### src/rtl/mdio_pkg.sv
package mdio_pkg;
    localparam int FRAME_BITS = 64;
    localparam int IDX_W      = $clog2(FRAME_BITS);
    localparam int TA_REL     = 46;   // first bit released on a read
    localparam int TA_CHK     = 47;   // bit the PHY must pull low
    localparam int DATA_FIRST = 48;
    localparam int LAST_BIT   = FRAME_BITS - 1;

    localparam logic [1:0] A_CMD  = 2'd0;
    localparam logic [1:0] A_DATA = 2'd1;
    localparam logic [1:0] A_CFG  = 2'd2;

    typedef struct packed {
        logic                  active;
        logic                  is_rd;
        logic [IDX_W-1:0]      idx;
        logic [FRAME_BITS-1:0] sreg;
        logic                  oe;
        logic [15:0]           rdata;
        logic                  ta_bad;
    } eng_t;

    function automatic logic [FRAME_BITS-1:0] build_frame(
        input logic rd, input logic [4:0] phy, input logic [4:0] regad,
        input logic [15:0] dat);
        return {32'hFFFF_FFFF, 2'b01, (rd ? 2'b10 : 2'b01), phy, regad,
                (rd ? 2'b11 : 2'b10), dat};
    endfunction
endpackage

### src/rtl/mdio_mdc_gen.sv
module mdio_mdc_gen #(
    parameter int DIV_W = 8
) (
    input  logic             clk,
    input  logic             rst_n,
    input  logic             run,
    input  logic [DIV_W-1:0] div,
    output logic             mdc,
    output logic             rise,
    output logic             fall
);
    typedef struct packed {
        logic [DIV_W-1:0] cnt;
        logic             mdc;
    } gen_t;

    gen_t gen_d, gen_q;
    logic wrap;

    always_comb begin
        gen_d = gen_q;
        wrap  = (gen_q.cnt == div - 1'b1);
        if (!run) begin
            gen_d.cnt = '0;
            gen_d.mdc = 1'b0;
        end else if (wrap) begin
            gen_d.cnt = '0;
            gen_d.mdc = ~gen_q.mdc;
        end else begin
            gen_d.cnt = gen_q.cnt + 1'b1;
        end
    end

    always_ff @(posedge clk or negedge rst_n) begin
        if (!rst_n) gen_q <= '0;
        else        gen_q <= gen_d;
    end

    assign mdc  = gen_q.mdc;
    assign rise = run && wrap && !gen_q.mdc;
    assign fall = run && wrap &&  gen_q.mdc;
endmodule

### src/rtl/mdio_frame_engine.sv
module mdio_frame_engine
    import mdio_pkg::*;
(
    input  logic                  clk,
    input  logic                  rst_n,
    input  logic                  start,
    input  logic                  start_rd,
    input  logic [FRAME_BITS-1:0] frame,
    input  logic                  rise,
    input  logic                  fall,
    input  logic                  mdio_i,
    output logic                  active,
    output logic                  mdio_o,
    output logic                  mdio_oe,
    output logic                  done,
    output logic [15:0]           rdata,
    output logic                  ta_bad
);
    eng_t eng_d, eng_q;
    logic [IDX_W-1:0] nxt_idx;

    always_comb begin
        eng_d   = eng_q;
        done    = 1'b0;
        nxt_idx = eng_q.idx + 1'b1;
        if (start) begin
            eng_d.active = 1'b1;
            eng_d.is_rd  = start_rd;
            eng_d.idx    = '0;
            eng_d.sreg   = frame;
            eng_d.oe     = 1'b1;
            eng_d.rdata  = '0;
            eng_d.ta_bad = 1'b0;
        end else if (eng_q.active) begin
            if (rise && eng_q.is_rd) begin
                if (eng_q.idx == IDX_W'(TA_CHK))
                    eng_d.ta_bad = mdio_i;
                else if (eng_q.idx >= IDX_W'(DATA_FIRST))
                    eng_d.rdata = {eng_q.rdata[14:0], mdio_i};
            end
            if (fall) begin
                if (eng_q.idx == IDX_W'(LAST_BIT)) begin
                    eng_d.active = 1'b0;
                    eng_d.oe     = 1'b0;
                    done         = 1'b1;
                end else begin
                    eng_d.idx  = nxt_idx;
                    eng_d.sreg = {eng_q.sreg[FRAME_BITS-2:0], 1'b0};
                    if (eng_q.is_rd && nxt_idx >= IDX_W'(TA_REL))
                        eng_d.oe = 1'b0;
                end
            end
        end
    end

    always_ff @(posedge clk or negedge rst_n) begin
        if (!rst_n) eng_q <= '0;
        else        eng_q <= eng_d;
    end

    assign active  = eng_q.active;
    assign mdio_o  = eng_q.sreg[FRAME_BITS-1];
    assign mdio_oe = eng_q.oe;
    assign rdata   = eng_q.rdata;
    assign ta_bad  = eng_q.ta_bad;
endmodule

### src/rtl/mdio_master.sv
module mdio_master
    import mdio_pkg::*;
#(
    parameter int DIV_W   = 8,
    parameter int RST_DIV = 4,
    parameter int MIN_DIV = 2
) (
    input  logic        clk,
    input  logic        rst_n,
    input  logic        wr_en,
    input  logic [1:0]  wr_addr,
    input  logic [31:0] wr_data,
    input  logic [1:0]  rd_addr,
    output logic [31:0] rd_data,
    output logic        mdc,
    output logic        mdio_o,
    output logic        mdio_oe,
    input  logic        mdio_i
);
    typedef struct packed {
        logic             cmd_rd;
        logic [4:0]       cmd_phy;
        logic [4:0]       cmd_reg;
        logic [15:0]      data;
        logic [DIV_W-1:0] div;
        logic             busy;
        logic             pend_wr;
        logic             rerr;
    } regs_t;

    regs_t rg_d, rg_q;
    logic start, start_rd, done, active, rise, fall, ta_bad;
    logic [FRAME_BITS-1:0] frame;
    logic [15:0] rdata;
    logic wcmd, wdat, wcfg;
    logic busy_w;
    logic [DIV_W-1:0] div_w;
    logic [15:0] cmd_w;

    always_comb begin
        rg_d     = rg_q;
        start    = 1'b0;
        start_rd = 1'b0;
        frame    = '0;
        wcmd     = wr_en && (wr_addr == A_CMD);
        wdat     = wr_en && (wr_addr == A_DATA);
        wcfg     = wr_en && (wr_addr == A_CFG);
        if (done) begin
            rg_d.busy = 1'b0;
            if (rg_q.cmd_rd) begin
                rg_d.data = rdata;
                rg_d.rerr = ta_bad;
            end
        end
        if (wcmd && !rg_q.busy) begin
            rg_d.cmd_rd  = wr_data[15];
            rg_d.cmd_phy = wr_data[9:5];
            rg_d.cmd_reg = wr_data[4:0];
            rg_d.busy    = 1'b1;
            rg_d.rerr    = 1'b0;
            if (wr_data[15]) begin
                start    = 1'b1;
                start_rd = 1'b1;
                frame    = build_frame(1'b1, wr_data[9:5], wr_data[4:0], 16'h0);
            end else begin
                rg_d.pend_wr = 1'b1;
            end
        end
        if (wdat) begin
            rg_d.data = wr_data[15:0];
            if (rg_q.pend_wr) begin
                rg_d.pend_wr = 1'b0;
                start        = 1'b1;
                frame        = build_frame(1'b0, rg_q.cmd_phy, rg_q.cmd_reg,
                                           wr_data[15:0]);
            end
        end
        if (wcfg && !rg_q.busy && (wr_data[DIV_W-1:0] >= DIV_W'(MIN_DIV)))
            rg_d.div = wr_data[DIV_W-1:0];
    end

    always_ff @(posedge clk or negedge rst_n) begin
        if (!rst_n) begin
            rg_q     <= '0;
            rg_q.div <= DIV_W'(RST_DIV);
        end else begin
            rg_q <= rg_d;
        end
    end

    mdio_mdc_gen #(.DIV_W(DIV_W)) u_gen (
        .clk(clk), .rst_n(rst_n), .run(active), .div(rg_q.div),
        .mdc(mdc), .rise(rise), .fall(fall)
    );

    mdio_frame_engine u_eng (
        .clk(clk), .rst_n(rst_n), .start(start), .start_rd(start_rd),
        .frame(frame), .rise(rise), .fall(fall), .mdio_i(mdio_i),
        .active(active), .mdio_o(mdio_o), .mdio_oe(mdio_oe), .done(done),
        .rdata(rdata), .ta_bad(ta_bad)
    );

    assign busy_w = rg_q.busy;
    assign div_w  = rg_q.div;
    assign cmd_w  = {rg_q.cmd_rd, 5'b0, rg_q.cmd_phy, rg_q.cmd_reg};

    always_comb begin
        case (rd_addr)
            A_CMD:   rd_data = {16'h0, cmd_w};
            A_DATA:  rd_data = {16'h0, rg_q.data};
            A_CFG:   rd_data = {rg_q.busy, rg_q.rerr, {(30-DIV_W){1'b0}}, rg_q.div};
            default: rd_data = '0;
        endcase
    end
endmodule

### config.mk
export PLATFORM = sky130hd
export DESIGN_NAME = mdio_master
export DESIGN_NICKNAME = d
export VERILOG_FILES = /design/src/rtl/mdio_pkg.sv /design/src/rtl/mdio_mdc_gen.sv /design/src/rtl/mdio_frame_engine.sv /design/src/rtl/mdio_master.sv
export SDC_FILE = /design/constraint.sdc
export NUM_CORES = 1
export LEC_CHECK = 0
export BUFFER_PORTS_ARGS = -buffer_cell sky130_fd_sc_hd__buf_4
export CAP_MARGIN = 5
export CORE_UTILIZATION = 54
export DETAILED_ROUTE_END_ITERATION = 8
export PLACE_DENSITY = 0.72
export SYNTH_ARGS = -nofsm -noshare
export SYNTH_HDL_FRONTEND = slang
export SYNTH_HIERARCHICAL = 1
export SYNTH_SLANG_ARGS = --single-unit
### constraint.sdc
create_clock -name clk -period 9.7 [get_ports clk]
set_clock_uncertainty 0.15 [all_clocks]
set_input_delay 0.485 -clock clk [delete_from_list [all_inputs] [get_ports clk]]
set_output_delay 0.485 -clock clk [all_outputs]
set_load 0.05 [all_outputs]
==> results.md, run 1 <==
- Status: finished clean
- RSZ-0062 raised after global routing: false
- Slew Viols, Final: 0
- VDD IR max: 0.1218 mV
- Die Y: 117.1 µm
- Number of synthesized register bits: 137
- Final hold vios: 0
- Slew @ Worst Pin: 1.013 ns
- Post-synth top cells: 136 x dfrtp_1, 107 x mux2i_1, 98 x nand2_1, 65 x o21ai_0, 36 x nor2_1
- Max Cap Viol: 0
- Worst endpoint required time: 9.83 ns
- Antenna cells: 0
- Hold Slack: 0.1224 ns
- Worst setup EP type: flop
- Synth area leader: dfrtp_1
- Clock transition at path regs: 0.06 ns
- Post-Syn Instances: 702
- Sequential cell area fraction in the yosys report: 0.4790
- Hold path startpoint: wr_data[11]
- Dpl hpwl: 9314 µm
- Ys Warns: 6
- Setup violators final: 0
- Slew margin rel.: 0.3231
- Critical Path Source: div_w[0]$_DFFE_PN0P_
- Synth cell types: 55
- Multi-input logic area: 3286 µm²
- Starting Density: 0.5605
- Postcts setup bufs: 0
- Share of the synthesized area in the top cell type: 0.4754
- Synth-to-layout area growth: 10.87%
- Largest net degree at the start of global routing: 103
- FF-to-FF Start: div_w[0]$_DFFE_PN0P_
- DRT Pass-1 Iters: 5
- CTS Buffer Depth: 2
- First-pass GRT wire length: 23740 µm
- CP Max Fanout: 17
- Wire per inst: 15.90 µm
- FP Rows: 41
- Layout cells sized above 1: 0.1572
- Final core occ: 0.6214
- CTS tree: yes
- Vias in the first global route: 4799
- Fin crit period: 4.352 ns
- Startpoint Class: flop
- RD Place Congestion: 0.8431
- Synth Cell Area: 7159 µm²
- Final Cycle Share: 0.4486
- Top cells by area, synth: dfrtp_1 48%, mux2i_1 15%, nand2_1 5.1%
- Total Wirelength: 14260 µm
- Prevailing post-synth register cell: dfrtp_1
- Core Region: 12770 µm²
- DP Worst Slack: 5.360 ns
- Initial antenna violation count: 0
- Setup ws final: 5.348 ns
- Die area: 13720 µm²
- Achievable Freq: 0.2298 GHz
- Clock latency on the worst-skew pair: 0.42 ns
- Root buffer selected by CTS: clkbuf_16
- Total grt overflow: 0
- Post-route setup TNS: 0 ns
- Crit path DAT: 4.48 ns
- CTS Sinks: 137
- Vias per inst: 5.476
- Leakage: 3.721 nW
- IO Port Bufs: 44
- Seq. cell area: 3430 µm²
- DRT antenna net count: 0
- Depth of the CTS H-tree: 4
- Drt drc: 0
- DR iter-0 viols: 306
- Pwr Density: 241.0 nW/µm²
- Number of synthesized flops with an enable pin: 0
- Final #Nets: 756
- Hold Crit Class: in -> reg
- Via count: 4912
- Synthesized area per cell: 10.20 µm²
- I/O pins: 75
- Die Wd: 117.1 µm
- Asr flop ratio synth: 1.000
- Fillers: 1035
- CTS Buf Count: 17
- Most common cell in the netlist: dfrtp_1
- All-Layer GR Usage: 0.2307
- Critical path class: reg -> reg
-- logic make-up (layout without fill, tap and decap cells) --
group,count (synthesis),count (layout),share of synthesized area
other,1,15,0.0005238
adder cells (fa/ha/maj),4,4,0.006991
AO/OA/AOI/OAI,132,132,0.1146
multiplexers,120,120,0.1706
buffers and inverters,82,91,0.06973
flip-flops,137,137,0.4790
AND/OR/NAND/NOR,209,209,0.1377
XOR/XNOR,17,17,0.02080
-- worst paths after layout --
path	to	slack, ns	cells after the start
hold reg to reg	u_eng/rdata[15]$_DFFE_PN0P_	0.38	2
hold / removal	rg_q[22]$_DFFE_PN0P_	0.12	3
min in group asynchronous	u_eng/eng_q[77]$_DFFE_PN0P_	0.47	2
max in group asynchronous	rg_q[16]$_DFFE_PN0P_	7.59	3
setup / recovery	rg_q[14]$_DFFE_PN0P_	5.35	11
setup reg to reg	rg_q[14]$_DFFE_PN0P_	5.35	11
-- cell type report --
class / instances / area share
Clock inverter: 14 / 0.01876
Clock buffer: 18 / 0.05533
Multi-Input combinational cell: 497 / 0.4139
Sequential cell: 137 / 0.4321
Inverter: 8 / 0.003783
Timing Repair Buffer: 51 / 0.04902
Tap cell: 172 / 0.02711
-- worst max-delay path, stage by stage, from the launching register on --
cell     delay (ns)
dfrtp_1        0.48
inv_1          0.08
ha_1           0.25
or3_1          0.38
a31o_1         0.26
or3_1          0.41
nor3_1         0.32
nand2_1        0.21
nor3_1         0.45
nand2_1        0.73
mux2i_1        0.37
o21ai_0        0.12
-- registers in the layout, summed over array words and instances (netlist names) --
name	count
busy_w	1
cmd_w	11
div_w	8
rg_q	18
u_eng/active	1
u_eng/eng_q	70
u_eng/mdio_o	1
u_eng/mdio_oe	1
u_eng/rdata	16
u_eng/ta_bad	1
u_gen/gen_q	8
u_gen/mdc	1
-- metrics by stage --
step / power [mW] / cells / area (µm²)
after CTS: 1.929 / 897 / 7938
after global routing: 2.021 / 897 / 7938
final: 1.913 / 897 / 7938
after detailed placement: 1.285 / 864 / 7340
after global placement: 1.258 / 864 / 7340
after floorplan: 1.180 / 716 / 7212
-- where the power goes --
| part | switching [mW] | leakage [nW] | internal [mW] |
|---|---|---|---|
| registers | 0.134 | 1.77 | 0.731 |
| clock network | 0.252 | 0.267 | 0.385 |
| logic | 0.234 | 1.68 | 0.177 |
| total | 0.620 | 3.72 | 1.29 |
-- what timing repair did --
action,4_1_cts,5_1_grt
hold buffers,1,0
resized for setup,0,0
endpoints found under the hold margin,63,0
-- placed cells by master (no fill, tap or decap), types with 12 or more instances in the layout --
cell type	instances
nor2_1	36
buf_4	49
dfrtp_1	136
o21ai_0	65
and3_1	22
nand2_1	98
clkbuf_16	17
mux2i_1	107
conb_1	15
o21ai_1	27
mux2_2	12
-- routing by layer --
metal / track usage / share of wire / wire length (µm)
met5: 0 / 0 / 0
met4: 0.09030 / 0.022 / 309
met3: 0.06128 / 0.042 / 601
met2: 0.3761 / 0.49 / 7025
met1: 0.2943 / 0.44 / 6321
No activity file was read; power rests on OpenSTA's default activity.
==> inputs of run 2 (changes only) <==
clock period = 4.4 ns   (was 9.7 ns; I/O delays follow)
==> run 2 against run 1 <==
Sequential power increased by 120%; wire length up 2.5%; clock power grew 120%; highest routed layer unchanged; worst setup slack got worse by 4.8 ns; critical path type unchanged; flip-flop and latch count unchanged; sequential share of layout area is 1.1 points lower; largest cell class unchanged; first-iteration DRC count grew 28%.
==> results.md, run 2 (synthesis gave the netlist of run 1 again) <==
- RSZ-0062 raised after global routing: false
- IO Port Bufs: 44
- Placed cell areas: 7395 µm²
- Drt drc: 0
- Die area: 13720 µm²
- CTS resizes: 0
- CTS Buffer Depth: 2
- Antenna cells: 0
- Critical Path Source: div_w[0]$_DFFE_PN0P_
- Reg2reg end: u_eng/eng_q[46]$_DFFE_PN0P_
- Total grt overflow: 0
- Reg2reg path depth: 11
- Die Y: 117.1 µm
- Wire per inst: 15.95 µm
- Seq pwr share: 0.454
- Commonest non-fill, non-tap cell in the layout: dfrtp_1
- Design area: 8153 µm²
- Starting Density: 0.5605
- Root buffer selected by CTS: clkbuf_16
- CTS Sinks: 137
- Largest net degree at the start of global routing: 171
- Synth-to-layout area growth: 13.88%
- First-pass GRT wire length: 23850 µm
- Worst setup EP type: flop
- Startpoint Class: flop
- Leakage: 3.840 nW
- Comb power frac: 0.219
- Most frequent cells in the layout: 136 x dfrtp_1, 107 x mux2i_1, 98 x nand2_1, 65 x o21ai_0, 51 x buf_4
- Final #Nets: 777
- Total Wirelength: 14610 µm
- DR iter-0 viols: 393
- Crit path DAT: 3.95 ns
- Slew @ Worst Pin: 0.9795 ns
- DRT antenna net count: 0
- DRT Pass-1 Iters: 5
- Final Cycle Share: 0.8705
- P_sw: 1.317 mW
- CP Max Fanout: 53
- I/O pins: 75
- Slew margin rel.: 0.3454
- Die Wd: 117.1 µm
- Depth of the CTS H-tree: 4
- FF-to-FF setup slack: 0.57 ns
- Max Cap Viol: 0
- Vias in the first global route: 4899
- Vias per inst: 5.532
- Dpl hpwl: 9319 µm
- Critical path class: reg -> reg
- Register with the most flip-flops: u_eng/eng_q
- Cell-internal power: 2.894 mW
- VDD IR max: 0.2894 mV
- All-Layer GR Usage: 0.2316
- Final core occ: 0.6383
- CP endpoint: u_eng/eng_q[46]$_DFFE_PN0P_
- CTS tree: yes
- Initial antenna violation count: 0
- Setup violators final: 0
- Layout cells sized above 1: 0.1559
- Hold Crit Class: in -> reg
- Status: finished clean
- # hold bufs at CTS: 18
- RD Place Congestion: 0.8987
- Switching Share: 0.3127
- Postcts setup bufs: 0
- CTS Buf Count: 17
- Achievable Freq: 0.2611 GHz
- Max reg flops: 70
- Fin crit period: 3.830 ns
- Slew Viols, Final: 0
- FP Rows: 41
- Post-route setup TNS: 0 ns
- Core Region: 12770 µm²
- Worst endpoint required time: 4.52 ns
- FF-to-FF Start: div_w[0]$_DFFE_PN0P_
- Clock latency on the worst-skew pair: 0.42 ns
- Pwr Density: 516.5 nW/µm²
- Via count: 5067
- Clock transition at path regs: 0.05 ns
- Clock power share: 0.327
- Final hold vios: 0
==> run 2: cell types whose count changed in the layout (fill, tap and decap cells not counted), sizes merged <==
cell and delta:
clkinvlp -6, buf +4, dlygate4sd3 +17, clkinv +3
clkbuf +3, inv -2
==> run 2: critical path: stages (launching register included) <==
cell and delay (ns):
dfrtp_1 0.48, inv_1 0.08, ha_1 0.25, or3_1 0.38
a31o_1 0.26, or3_1 0.43, nor3_1 0.35, nand2_1 0.21
a31oi_4 0.31, buf_12 0.35, mux2i_1 0.27, o21ai_1 0.09
==> run 2: how the worst min path moves through the flow <==
| stage | start | to | slack [ns] | depth (start not counted) |
|---|---|---|---|---|
| 3_5_place_dp | rst_n | u_eng/eng_q[70]$_DFFE_PN0P_ | 0.25 | 1 |
| 6_report | wr_addr[1] | rg_q[0]$_DFFE_PN0P_ | 0.20 | 4 |
| 4_1_cts | wr_addr[1] | rg_q[0]$_DFFE_PN0P_ | 0.18 | 4 |
| 5_1_grt | wr_addr[0] | rg_q[0]$_DFFE_PN0P_ | 0.20 | 4 |
| 3_3_place_gp | rst_n | u_eng/eng_q[77]$_DFFE_PN0P_ | 0.24 | 1 |
| 2_1_floorplan | rst_n | busy_w$_DFFE_PN0P_ | -0.23 | 0 |
==> run 2: metal layers <==
| metal | share of wire | track usage | up-vias |
|---|---|---|---|
| met5 | 0 | 0 | - |
| met4 | 0.019 | 0.1021 | 0 |
| met3 | 0.037 | 0.06179 | 23 |
| met2 | 0.50 | 0.3722 | 104 |
| met1 | 0.45 | 0.2953 | 2479 |
| li1 | - | - | 2461 |
==> run 2: power by group through the flow <==
stage	clock network (mW)	logic [mW]	registers, mW
after floorplan	0	0.763	1.84
after global placement	0	0.867	1.91
after detailed placement	0	0.904	1.92
after CTS	1.41	0.928	1.91
after global routing	1.46	1.03	1.96
final	1.38	0.921	1.91
==> run 2: cell type report <==
type | instances | area, µm²
multi-input cells | 497 | 3286
inverters | 8 | 30.03
repair buffers | 72 | 614.3
fillers | 1002 | 4621
flip-flops and latches | 137 | 3430
well taps | 172 | 215.2
clock buffers | 21 | 480.5
clock inverters | 9 | 97.59
==> run 2: metrics by stage <==
step | total power [mW] | cells | hold WS (ns) | setup slack [ns]
global placement | 2.775 | 868 | 0.2397 | 0.8261
floorplan | 2.601 | 716 | -0.2256 | 0.9301
CTS | 4.245 | 916 | 0.1777 | 0.6018
global route | 4.441 | 916 | 0.2002 | 0.3980
detailed placement | 2.828 | 868 | 0.2480 | 0.6648
finish | 4.211 | 916 | 0.2028 | 0.5699
